## config.mk

```make
export PLATFORM = sky130hd
export DESIGN_NAME = sar_bus_ctrl
export DESIGN_NICKNAME = d
export VERILOG_FILES = /design/src/rtl/sar_pkg.sv /design/src/rtl/sar_cmd_decode.sv /design/src/rtl/sar_engine.sv /design/src/rtl/sar_out_mux.sv /design/src/rtl/sar_bus_ctrl.sv
export SDC_FILE = /design/constraint.sdc
export NUM_CORES = 1
export LEC_CHECK = 0
export BUFFER_PORTS_ARGS = -buffer_cell sky130_fd_sc_hd__buf_4
export CORE_UTILIZATION = 45
export CTS_CLUSTER_SIZE = 28
export DETAILED_ROUTE_END_ITERATION = 6
export PLACE_DENSITY = 0.71
export SKIP_LAST_GASP = 1
export SLEW_MARGIN = 10
export SYNTH_ARGS = -nofsm -noshare
export SYNTH_HDL_FRONTEND = slang
export SYNTH_SLANG_ARGS = --single-unit
```

## constraint.sdc

```tcl
create_clock -name clk -period 2.05 [get_ports clk]
set_input_delay 0.3075 -clock clk [delete_from_list [all_inputs] [get_ports clk]]
set_output_delay 0.3075 -clock clk [all_outputs]
set_load 0.02 [all_outputs]
```

## src/rtl/sar_pkg.sv

```systemverilog
// Package: shared widths and the lane-enable bundle for the converter controller.
// Assumes a 4-bit nybble granularity for all lane steering.
package sar_pkg;
    localparam int NYB_W = 4;

    typedef struct packed {
        logic a;   // lane 11:8
        logic b;   // lane 7:4
        logic c;   // low-bit nybble lane
        logic z;   // forced-zero lane
    } lane_en_t;
endpackage

```

## src/rtl/sar_cmd_decode.sv

```systemverilog
// Module: sar_cmd_decode
// Turns the bus select pair into a one-cycle convert pulse (on entry into selection)
// and a level read strobe. Assumes inputs are synchronous to clk.
module sar_cmd_decode (
    input  logic clk,
    input  logic rst_n,
    input  logic ce,
    input  logic cs_n,
    input  logic rd_cnv,
    input  logic busy,
    output logic start_cnv,
    output logic rd_active
);
    logic sel;
    logic sel_q;

    assign sel = ce & ~cs_n;

    // Remember last-cycle selection so only the entry edge counts.
    always_ff @(posedge clk) begin
        if (!rst_n) sel_q <= 1'b0;
        else        sel_q <= sel;
    end

    assign start_cnv = sel & ~sel_q & ~rd_cnv & ~busy;
    assign rd_active = sel & rd_cnv;
endmodule

```

## src/rtl/sar_engine.sv

```systemverilog
// Module: sar_engine
// Bit-serial successive approximation, MSB first, one decision per clock.
// Captures the short-length flag at start; result is written only on completion.
// Assumes SHORT_W <= RES_W.
module sar_engine #(
    parameter int RES_W   = 12,
    parameter int SHORT_W = 8
) (
    input  logic             clk,
    input  logic             rst_n,
    input  logic             start,
    input  logic             short_req,
    input  logic             cmp_in,
    output logic             busy,
    output logic [RES_W-1:0] trial,
    output logic [RES_W-1:0] result
);
    localparam int IDX_W = $clog2(RES_W);
    localparam logic [IDX_W-1:0] IDX_MSB   = IDX_W'(RES_W - 1);
    localparam logic [IDX_W-1:0] IDX_SHORT = IDX_W'(RES_W - SHORT_W);

    logic [RES_W-1:0] work;
    logic [RES_W-1:0] decided;
    logic [RES_W-1:0] work_nx;
    logic [IDX_W-1:0] idx;
    logic [IDX_W-1:0] idx_dn;
    logic [IDX_W-1:0] stop_idx;
    logic             short_q;
    logic             last_bit;

    assign stop_idx = short_q ? IDX_SHORT : '0;
    assign last_bit = (idx == stop_idx);
    assign idx_dn   = idx - 1'b1;

    // Resolve the current trial bit from the comparator and arm the next one.
    always_comb begin
        decided      = work;
        decided[idx] = cmp_in;
        work_nx      = decided;
        if (!last_bit) work_nx[idx_dn] = 1'b1;
    end

    // Sequence the conversion and commit the finished code.
    always_ff @(posedge clk) begin
        if (!rst_n) begin
            busy    <= 1'b0;
            work    <= '0;
            idx     <= '0;
            short_q <= 1'b0;
            result  <= '0;
        end else if (busy) begin
            work <= work_nx;
            if (last_bit) begin
                busy   <= 1'b0;
                result <= decided;
            end else begin
                idx <= idx_dn;
            end
        end else if (start) begin
            busy    <= 1'b1;
            short_q <= short_req;
            idx     <= IDX_MSB;
            work    <= {1'b1, {(RES_W-1){1'b0}}};
        end
    end

    assign trial = work;
endmodule

```

## src/rtl/sar_out_mux.sv

```systemverilog
// Module: sar_out_mux
// Steers the stored code onto the bus lanes for wide or byte reads and raises
// per-lane enables. Disabled lanes read as zero. Assumes RES_W = 3 nybbles.
module sar_out_mux
    import sar_pkg::*;
#(
    parameter int RES_W = 12
) (
    input  logic             rd_active,
    input  logic             fmt_wide,
    input  logic             addr,
    input  logic [RES_W-1:0] result,
    output logic [RES_W-1:0] data_out,
    output lane_en_t         en
);
    localparam int N_LANE = RES_W / NYB_W;

    logic [RES_W-1:0] src;

    // Pick lane enables and the source word for the current read form.
    always_comb begin
        en  = '0;
        src = '0;
        if (rd_active) begin
            if (fmt_wide) begin
                en.a = 1'b1; en.b = 1'b1; en.c = 1'b1;
                src  = result;
            end else if (!addr) begin
                en.a = 1'b1; en.b = 1'b1;
                src  = {result[RES_W-1:NYB_W], {NYB_W{1'b0}}};
            end else begin
                en.c = 1'b1; en.z = 1'b1;
                src  = {result[NYB_W-1:0], {(RES_W-NYB_W){1'b0}}};
            end
        end
    end

    // Gate each lane by whether any enable drives it.
    for (genvar k = 0; k < N_LANE; k++) begin : g_lane
        logic lane_on;
        if (k == N_LANE - 1) begin : g_top
            assign lane_on = en.a | en.c;
        end else if (k == N_LANE - 2) begin : g_mid
            assign lane_on = en.b | en.z;
        end else begin : g_low
            assign lane_on = en.c & fmt_wide;
        end
        assign data_out[k*NYB_W +: NYB_W] = lane_on ? src[k*NYB_W +: NYB_W] : '0;
    end
endmodule

```

## src/rtl/sar_bus_ctrl.sv

```systemverilog
// Module: sar_bus_ctrl (top)
// Bus-facing controller for a successive-approximation converter: command decode,
// bit-serial approximation engine, and lane-steered result output.
// Assumes all inputs synchronous to clk; reset is synchronous, active low.
module sar_bus_ctrl
    import sar_pkg::*;
#(
    parameter int RES_W   = 12,
    parameter int SHORT_W = 8
) (
    input  logic             clk,
    input  logic             rst_n,
    input  logic             ce,
    input  logic             cs_n,
    input  logic             rd_cnv,
    input  logic             addr,
    input  logic             fmt_wide,
    input  logic             cmp_in,
    output logic [RES_W-1:0] trial,
    output logic             sts,
    output logic [RES_W-1:0] data_out,
    output logic             en_a,
    output logic             en_b,
    output logic             en_c,
    output logic             en_z
);
    logic             start_cnv;
    logic             rd_active;
    logic [RES_W-1:0] result_q;
    lane_en_t         lane_en;

    sar_cmd_decode u_dec (
        .clk      (clk),
        .rst_n    (rst_n),
        .ce       (ce),
        .cs_n     (cs_n),
        .rd_cnv   (rd_cnv),
        .busy     (sts),
        .start_cnv(start_cnv),
        .rd_active(rd_active)
    );

    sar_engine #(.RES_W(RES_W), .SHORT_W(SHORT_W)) u_eng (
        .clk      (clk),
        .rst_n    (rst_n),
        .start    (start_cnv),
        .short_req(addr),
        .cmp_in   (cmp_in),
        .busy     (sts),
        .trial    (trial),
        .result   (result_q)
    );

    sar_out_mux #(.RES_W(RES_W)) u_mux (
        .rd_active(rd_active),
        .fmt_wide (fmt_wide),
        .addr     (addr),
        .result   (result_q),
        .data_out (data_out),
        .en       (lane_en)
    );

    assign en_a = lane_en.a;
    assign en_b = lane_en.b;
    assign en_c = lane_en.c;
    assign en_z = lane_en.z;
endmodule

```

## After elaboration in Yosys (flattened, before gate mapping)

Cells that the tools add are included.
Widths: inputs -> output; s select.

| operators by class | value |
|---|---|
| add/subtract/negate cells | 1 |
| $mul | 0 |
| divide/modulo/power cells | 0 |
| order comparisons | 4 |
| eq/ne operators | 2 |
| shifts and indexed selects | 0 |
| muxes and demuxes | 26 |
| bitwise logic cells | 13 |
| reductions and logical operators | 6 |

Operators with widths:

| cell | number |
|---|---|
| $mux 12 | 6 |
| $mux 4 | 7 |
| $bwmux 12 | 1 |
| $or 12x12->12 | 1 |
| $lt 4x5->1 const B | 2 |
| $demux 1 s4 | 2 |
| $ge 4x1->1 const B | 2 |
| $and 1x1->1 | 6 |
| $mux 1 | 6 |
| $mux 3 | 2 |
| $reduce_and 2->1 | 3 |
| $eq 4x4->1 | 1 |
| $mux 2 | 2 |
| $not 1->1 | 4 |
| $sub 4x1->4 const B | 1 |
| $logic_and 1x1->1 | 2 |
| $ne 2x2->1 const B | 1 |
| $or 1x1->1 | 2 |
| $reduce_bool 2->1 | 1 |

| word-level totals | value |
|---|---|
| flip-flop bits (word level) | 31 |
| bits in latches | 0 |
| memory bits (writable) | 0 |
| memory bits (read-only) | 0 |
| input bits | 8 |
| output and inout bits | 29 |
| logic and storage cells | 58 |
| memories | 0 |

## Longest topological paths before layout

| logic depth | value |
|---|---|
| depth in word-level cells | 8 |
| depth in mapped cells | 7 |
| depth with buffers taken out | 6 |

## Cells and area by module

A second synthesis with hierarchy kept.

| unflattened totals | value |
|---|---|
| cell total of the unflattened synthesis | 200 |
| area total of the unflattened synthesis | 1829.3 um^2 |

By module, submodules not included:

| module | times used | cells an instance | area an instance (um^2) | seq. area each (um^2) |
|---|---|---|---|---|
| sar_engine | 1 | 164 | 1590.3 | 600.6 |
| sar_out_mux | 1 | 29 | 177.7 | 0.0 |
| sar_cmd_decode | 1 | 7 | 61.3 | 20.0 |

## Least setup slack after synthesis

No wires, ideal clock.

| timing | value |
|---|---|
| kind | register -> register |
| start point | register u_eng.idx[0] |
| end point | register u_eng.work[0], in the netlist u_eng.trial[0] |
| arrival time | 1656 ps |
| data required time | 1915 ps |
| setup slack | 259 ps |
| cell stages (with the launch flop) | 8 |
| path buffers | 1 |
| cells stage by stage | dfxtp_1 -> inv_1 -> ha_1 -> clkbuf_1 -> nor3b_1 -> mux2_2 -> a22oi_1 -> o22ai_1 |

| between the ends | value |
|---|---|
| word-level cells in the longest chain between the ends | 8 |

RTL lines:

| element | line | RTL |
|---|---|---|
| from (decl) | sar_engine.sv:25 | `logic [IDX_W-1:0] idx;` |
| from (signal assigned) | sar_engine.sv:57 | `idx <= idx_dn;` |
| $sub 4x1->4 (tied with other cells) | sar_engine.sv:33 | `assign idx_dn = idx - 1'b1;` |
| $lt 4x5->1 (implied by the code) (tied with other cells) | sar_engine.sv:40 | `if (!last_bit) work_nx[idx_dn] = 1'b1;` |
| $logic_and 1x1->1 (implied by the code) or $mux 1 (tied branches) | sar_engine.sv:40, sar_engine.sv:38 |  |
| $mux 1 (implied by the code) or $demux 1 s4 (tied branches) | -- |  |
| $demux 1 s4 or $bwmux 12 (tied branches) | -- |  |
| $or 12x12->12 (no source line) | -- |  |
| $mux 12 * | sar_engine.sv:40 |  |
| $mux 12 * | sar_engine.sv:51 | `end else if (busy) begin` |
| to (signal assigned) | sar_engine.sv:52 | `work <= work_nx;` |
| to (signal assigned) | sar_engine.sv:63 | `work <= {1'b1, {(RES_W-1){1'b0}}};` |
| to (decl) | sar_engine.sv:22 | `logic [RES_W-1:0] work;` |

Every way passes the cells marked *; elsewhere a longest branch is shown, timed or not.
A chain may end at the register's enable or synchronous reset.

## Worst setup path in the final report

| timing | value |
|---|---|
| start point | register u_eng.idx[0] |
| end point | register u_eng.idx[1] |

| between the ends | value |
|---|---|
| word-level cells in the longest chain between the ends | 3 |

RTL lines:

| element | line |
|---|---|
| $sub 4x1->4 or $eq 4x4->1 (tied branches) | sar_engine.sv:33, sar_engine.sv:32 |
| $mux 4 or $ne 2x2->1 (tied branches) | -- |
| $mux 4 or $reduce_and 2->1 (tied branches) | -- |

Several ways; a longest one is shown, not always the timed one. The select of a mux whose other input is x is not followed.

==> summary.md <==
The run finished with clean final reports. The post-synthesis cell type with the largest combined area was dfxtp_1. The Yosys step of the flow raised 0 warnings. For the pin with the worst max-slew slack, the measured transition is 0.8203 ns. Derived from the worst setup path, the maximum achievable clock frequency is 525.8 MHz.

The number of placed instances, taps included, is 284. Net switching is 27.97% of the power. Capturing element type of the critical path: a register. The path type of the worst min-delay path was in2reg. The tools report the worst-case clock skew as 0.007338 ns.

The number of buffers on the longest clock path was 2; the combinational group share of total power was 17.1%. The area of the die is 4416 um2. The via count of the first global-routing pass was 1477; the final worst-path cycle share was 92.77%. Final number of setup-violating endpoints: 0. The final non-filler cell area is 2246 um2.

From bottom edge to top edge, the die measures 66.45 um. Sum of buffers and inverters on the critical path: 1. Across the run, the number of max-cap violations was 0. Measured in cells, the most critical reg-to-reg path has a length of 5. In this run the post-CTS setup repair buffer count came out at 0.

TritonCTS built the clock tree. CTS buffer count: 5. The aggregate routed wire length came out at 4389 um. After clock tree synthesis, the flow added hold-fix buffers numbering 0. For this run, asynchronously set or reset flops after synthesis account for 0%. After synthesis, the largest area contributor takes up 33.20% of total cell area. Growth of design area from synthesis to finish: 20.15%. The synthesis-stage register bit count was 31. After clock tree synthesis, the repair step resized 0 gates. Once detail routing completed, the nets flagged for antenna violations numbered 0.

In this run the horizontal extent of the chip is 66.45 um. In the post-synthesis netlist, the biggest area contributors are dfxtp_1 (33%), mux2i_1 (8.0%), ha_1 (4.0%). The clock transition at the registers of the reported paths is 0.07 ns. Sorting the synthesized cells by how often they occur yields dfxtp_1 (31), mux2i_1 (15), nand2_1 (12), nor2_1 (12), nor2b_1 (10). The depth of the worst hold-timing path was 3; the placed cell area was 2165 um2. Summed over all nets, the switching power comes to 0.0003682 W. CTS built an H-tree with a depth of 2. The time the worst path needs with I/O delays and setup came out at 1.902 ns. The run gives 33.20% as the portion of the post-synthesis area used by sequential elements. Kind of critical path: reg2reg. The cell sitting at the root of the clock tree is a clkbuf_8.

CTS saw 31 sinks. The largest individual stage delay along the critical path comes from the cell or3b_1. Setup repair after global routing could not meet its margin everywhere.

The port buffer count came out at 36. The number of antenna diodes in the final layout is 0. In this run, synthesis inferred 0 flip-flops with an integrated enable. The largest fanout of any net on the critical path is 8. Global-route wire length before repair: 7024 um. The initial antenna violation count came out at 0. The count of different cell masters after synthesis is 46.

The starting utilization of the core area is 46.73%, and the overall power after layout is 0.001317 W. Detailed placement finished with a half-perimeter wire length of 3119 um. At the end of the flow, the number of nets in the layout was 255. Pin placement for this block handled 37 I/O pins. The worst setup path is launched from a register. Entering global routing, the biggest net connects 27 pins. The number of cells on the critical path was 5. Most used standard cell by instance count after synthesis: dfxtp_1. The final estimated routing congestion in global placement was 0.8377; the mean number of vias per cell was 5.551. At the placement stage, the worst setup path has a slack of 0.1735 ns. The worst pin sits at a relative slew slack of 45.11%. The wire length per cell after detailed routing is 15.03 um.

The tools report the reg-to-reg startpoint as u_eng.idx[0]. The run gives 292 as the number of standard cells in the final layout excluding fillers. The commonest register cell after synthesis was dfxtp_1. In this run, flip-flops and latches consume 48.2% of the power.

The via count of the routed design is 1621, and the maximum vdd drop is 0.2744 mV. At the worst endpoint, the required time is 2.21 ns. The final max-slew violation count is 0. The number of remaining DRC errors is 0, and the power density over the cells is 586.2 nW/um2. The run gives 21.25% as the overall routing resource usage. The tools report the number of hold violations in the final report as 0. Walking the worst path, the cells encountered are inv_1, ha_1, or3b_1, a211oi_1, a311oi_2.

Per report_power, the clock group accounts for 34.7% of the total. The tools report the number of nets produced by synthesis as 221. The analysis attributes to cell leakage a power of 0.9707 nW. Final hold analysis gives a worst-case slack of 0.2874 ns.

For flop-to-flop paths, the worst setup slack is 0.15 ns. A synthesized cell averages 9.030 um2. The detailed router's first-iteration violation count came out at 75.

The logs give 4 for the number of optimization iterations in the first detailed-route pass and 1869 um2 for the combined area of all synthesized cells. The gate family responsible for the most delay along the worst path was simple AND/OR/NAND/NOR gates. Summed over all layers, the global routing overflow is 0. The largest single stage delay on the critical path is 0.52 ns.

Cell internal power was estimated by the tool at 0.0009484 W. The logs give 207 for the gate count of the mapped netlist and 0.28 ns for the worst-skew pair later-pin latency. For the worst setup path, the data arrival time is 2.06 ns.

The run gives 4000 um2 as the core region area. Cells with a size suffix above 1 make up 23.55% of the layout. The most critical setup path has its startpoint at u_eng.idx[0]. The floorplan has 23 rows. The worst hold path begins at addr. The worst path meets setup with 0.1483 ns of slack.
==> sequential cells by signal (all words and copies together), names as in the netlist <==
signal         cells
u_eng.result      12
u_dec.sel_q        1
u_eng.short_q      1
u_eng.trial       12
u_eng.busy         1
u_eng.idx          4
==> layout make-up <==
| cell class | count | area (um2) |
|---|---|---|
| Tap cell | 50 | 62.56 |
| Fill cell | 376 | 1754 |
| Inverter | 4 | 15.01 |
| Multi-Input combinational cell | 154 | 1129 |
| Clock buffer | 7 | 76.32 |
| Sequential cell | 31 | 620.6 |
| Clock inverter | 1 | 5.005 |
| Timing Repair Buffer | 45 | 337.8 |
==> power by group through the flow <==
stage                     Clock [W]  Sequential [W]  Combinational, W
after floorplan                   0        0.000643          0.000170
after global placement            0        0.000648          0.000221
after detailed placement          0        0.000647          0.000222
after CTS                  0.000465        0.000634          0.000223
after global routing       0.000495        0.000636          0.000243
final                      0.000457        0.000635          0.000225
==> per-layer routing <==
layer / track usage (%) / share of wire, %
met4: 6.117 / 0.89
met3: 4.623 / 4.4
met1: 28.10 / 49
met5: 0 / 0
met2: 34.44 / 45
==> kinds of logic (layout without fill, tap and decap cells) <==
logic type | count (synthesis) | in the layout | share of synthesized area (%)
simple gates | 77 | 77 | 23.96
flops | 31 | 31 | 33.20
fa+ha+maj | 6 | 6 | 4.016
mux | 24 | 24 | 13.45
xor+xnor | 1 | 1 | 0.4686
buf+inv | 22 | 57 | 6.425
compound gates | 46 | 46 | 18.47
==> cell usage in the layout (no fill, tap or decap), types with 4 or more instances in the layout <==
cell type,n
a22oi_1,6
and3_1,6
and2_1,8
nand2_1,12
a21boi_1,4
o21ai_1,7
nand3_1,8
dfxtp_1,31
inv_1,4
clkbuf_8,5
nand3b_1,8
mux2_1,5
ha_1,6
nor2b_1,10
nor2_1,12
nor3b_1,4
mux2_2,4
mux2i_1,15
buf_4,45
o22ai_1,6
==> worst paths after layout <==
| path | endpoint |
|---|---|
| setup reg to reg | u_eng.idx[1] |
| hold reg to reg | u_eng.result[4] |
| hold / removal | u_eng.short_q |
| setup / recovery | u_eng.idx[1] |
==> metrics by stage <==
| stage | util, % | setup TNS (ns) |
|---|---|---|
| final | 56.15 | 0 |
| after global routing | 56.15 | -0.01538 |
| after CTS | 56.15 | 0 |
| after detailed placement | 54.11 | 0 |
| after global placement | 54.11 | 0 |
| after floorplan | - | 0 |
==> worst register-to-register path, stage by stage (launching register included) <==
cell and delay [ns]:
dfxtp_1 0.38, inv_1 0.13, ha_1 0.27, or3b_1 0.52, a211oi_1 0.39, a311oi_2 0.08
Power figures use the tool's default switching activity.
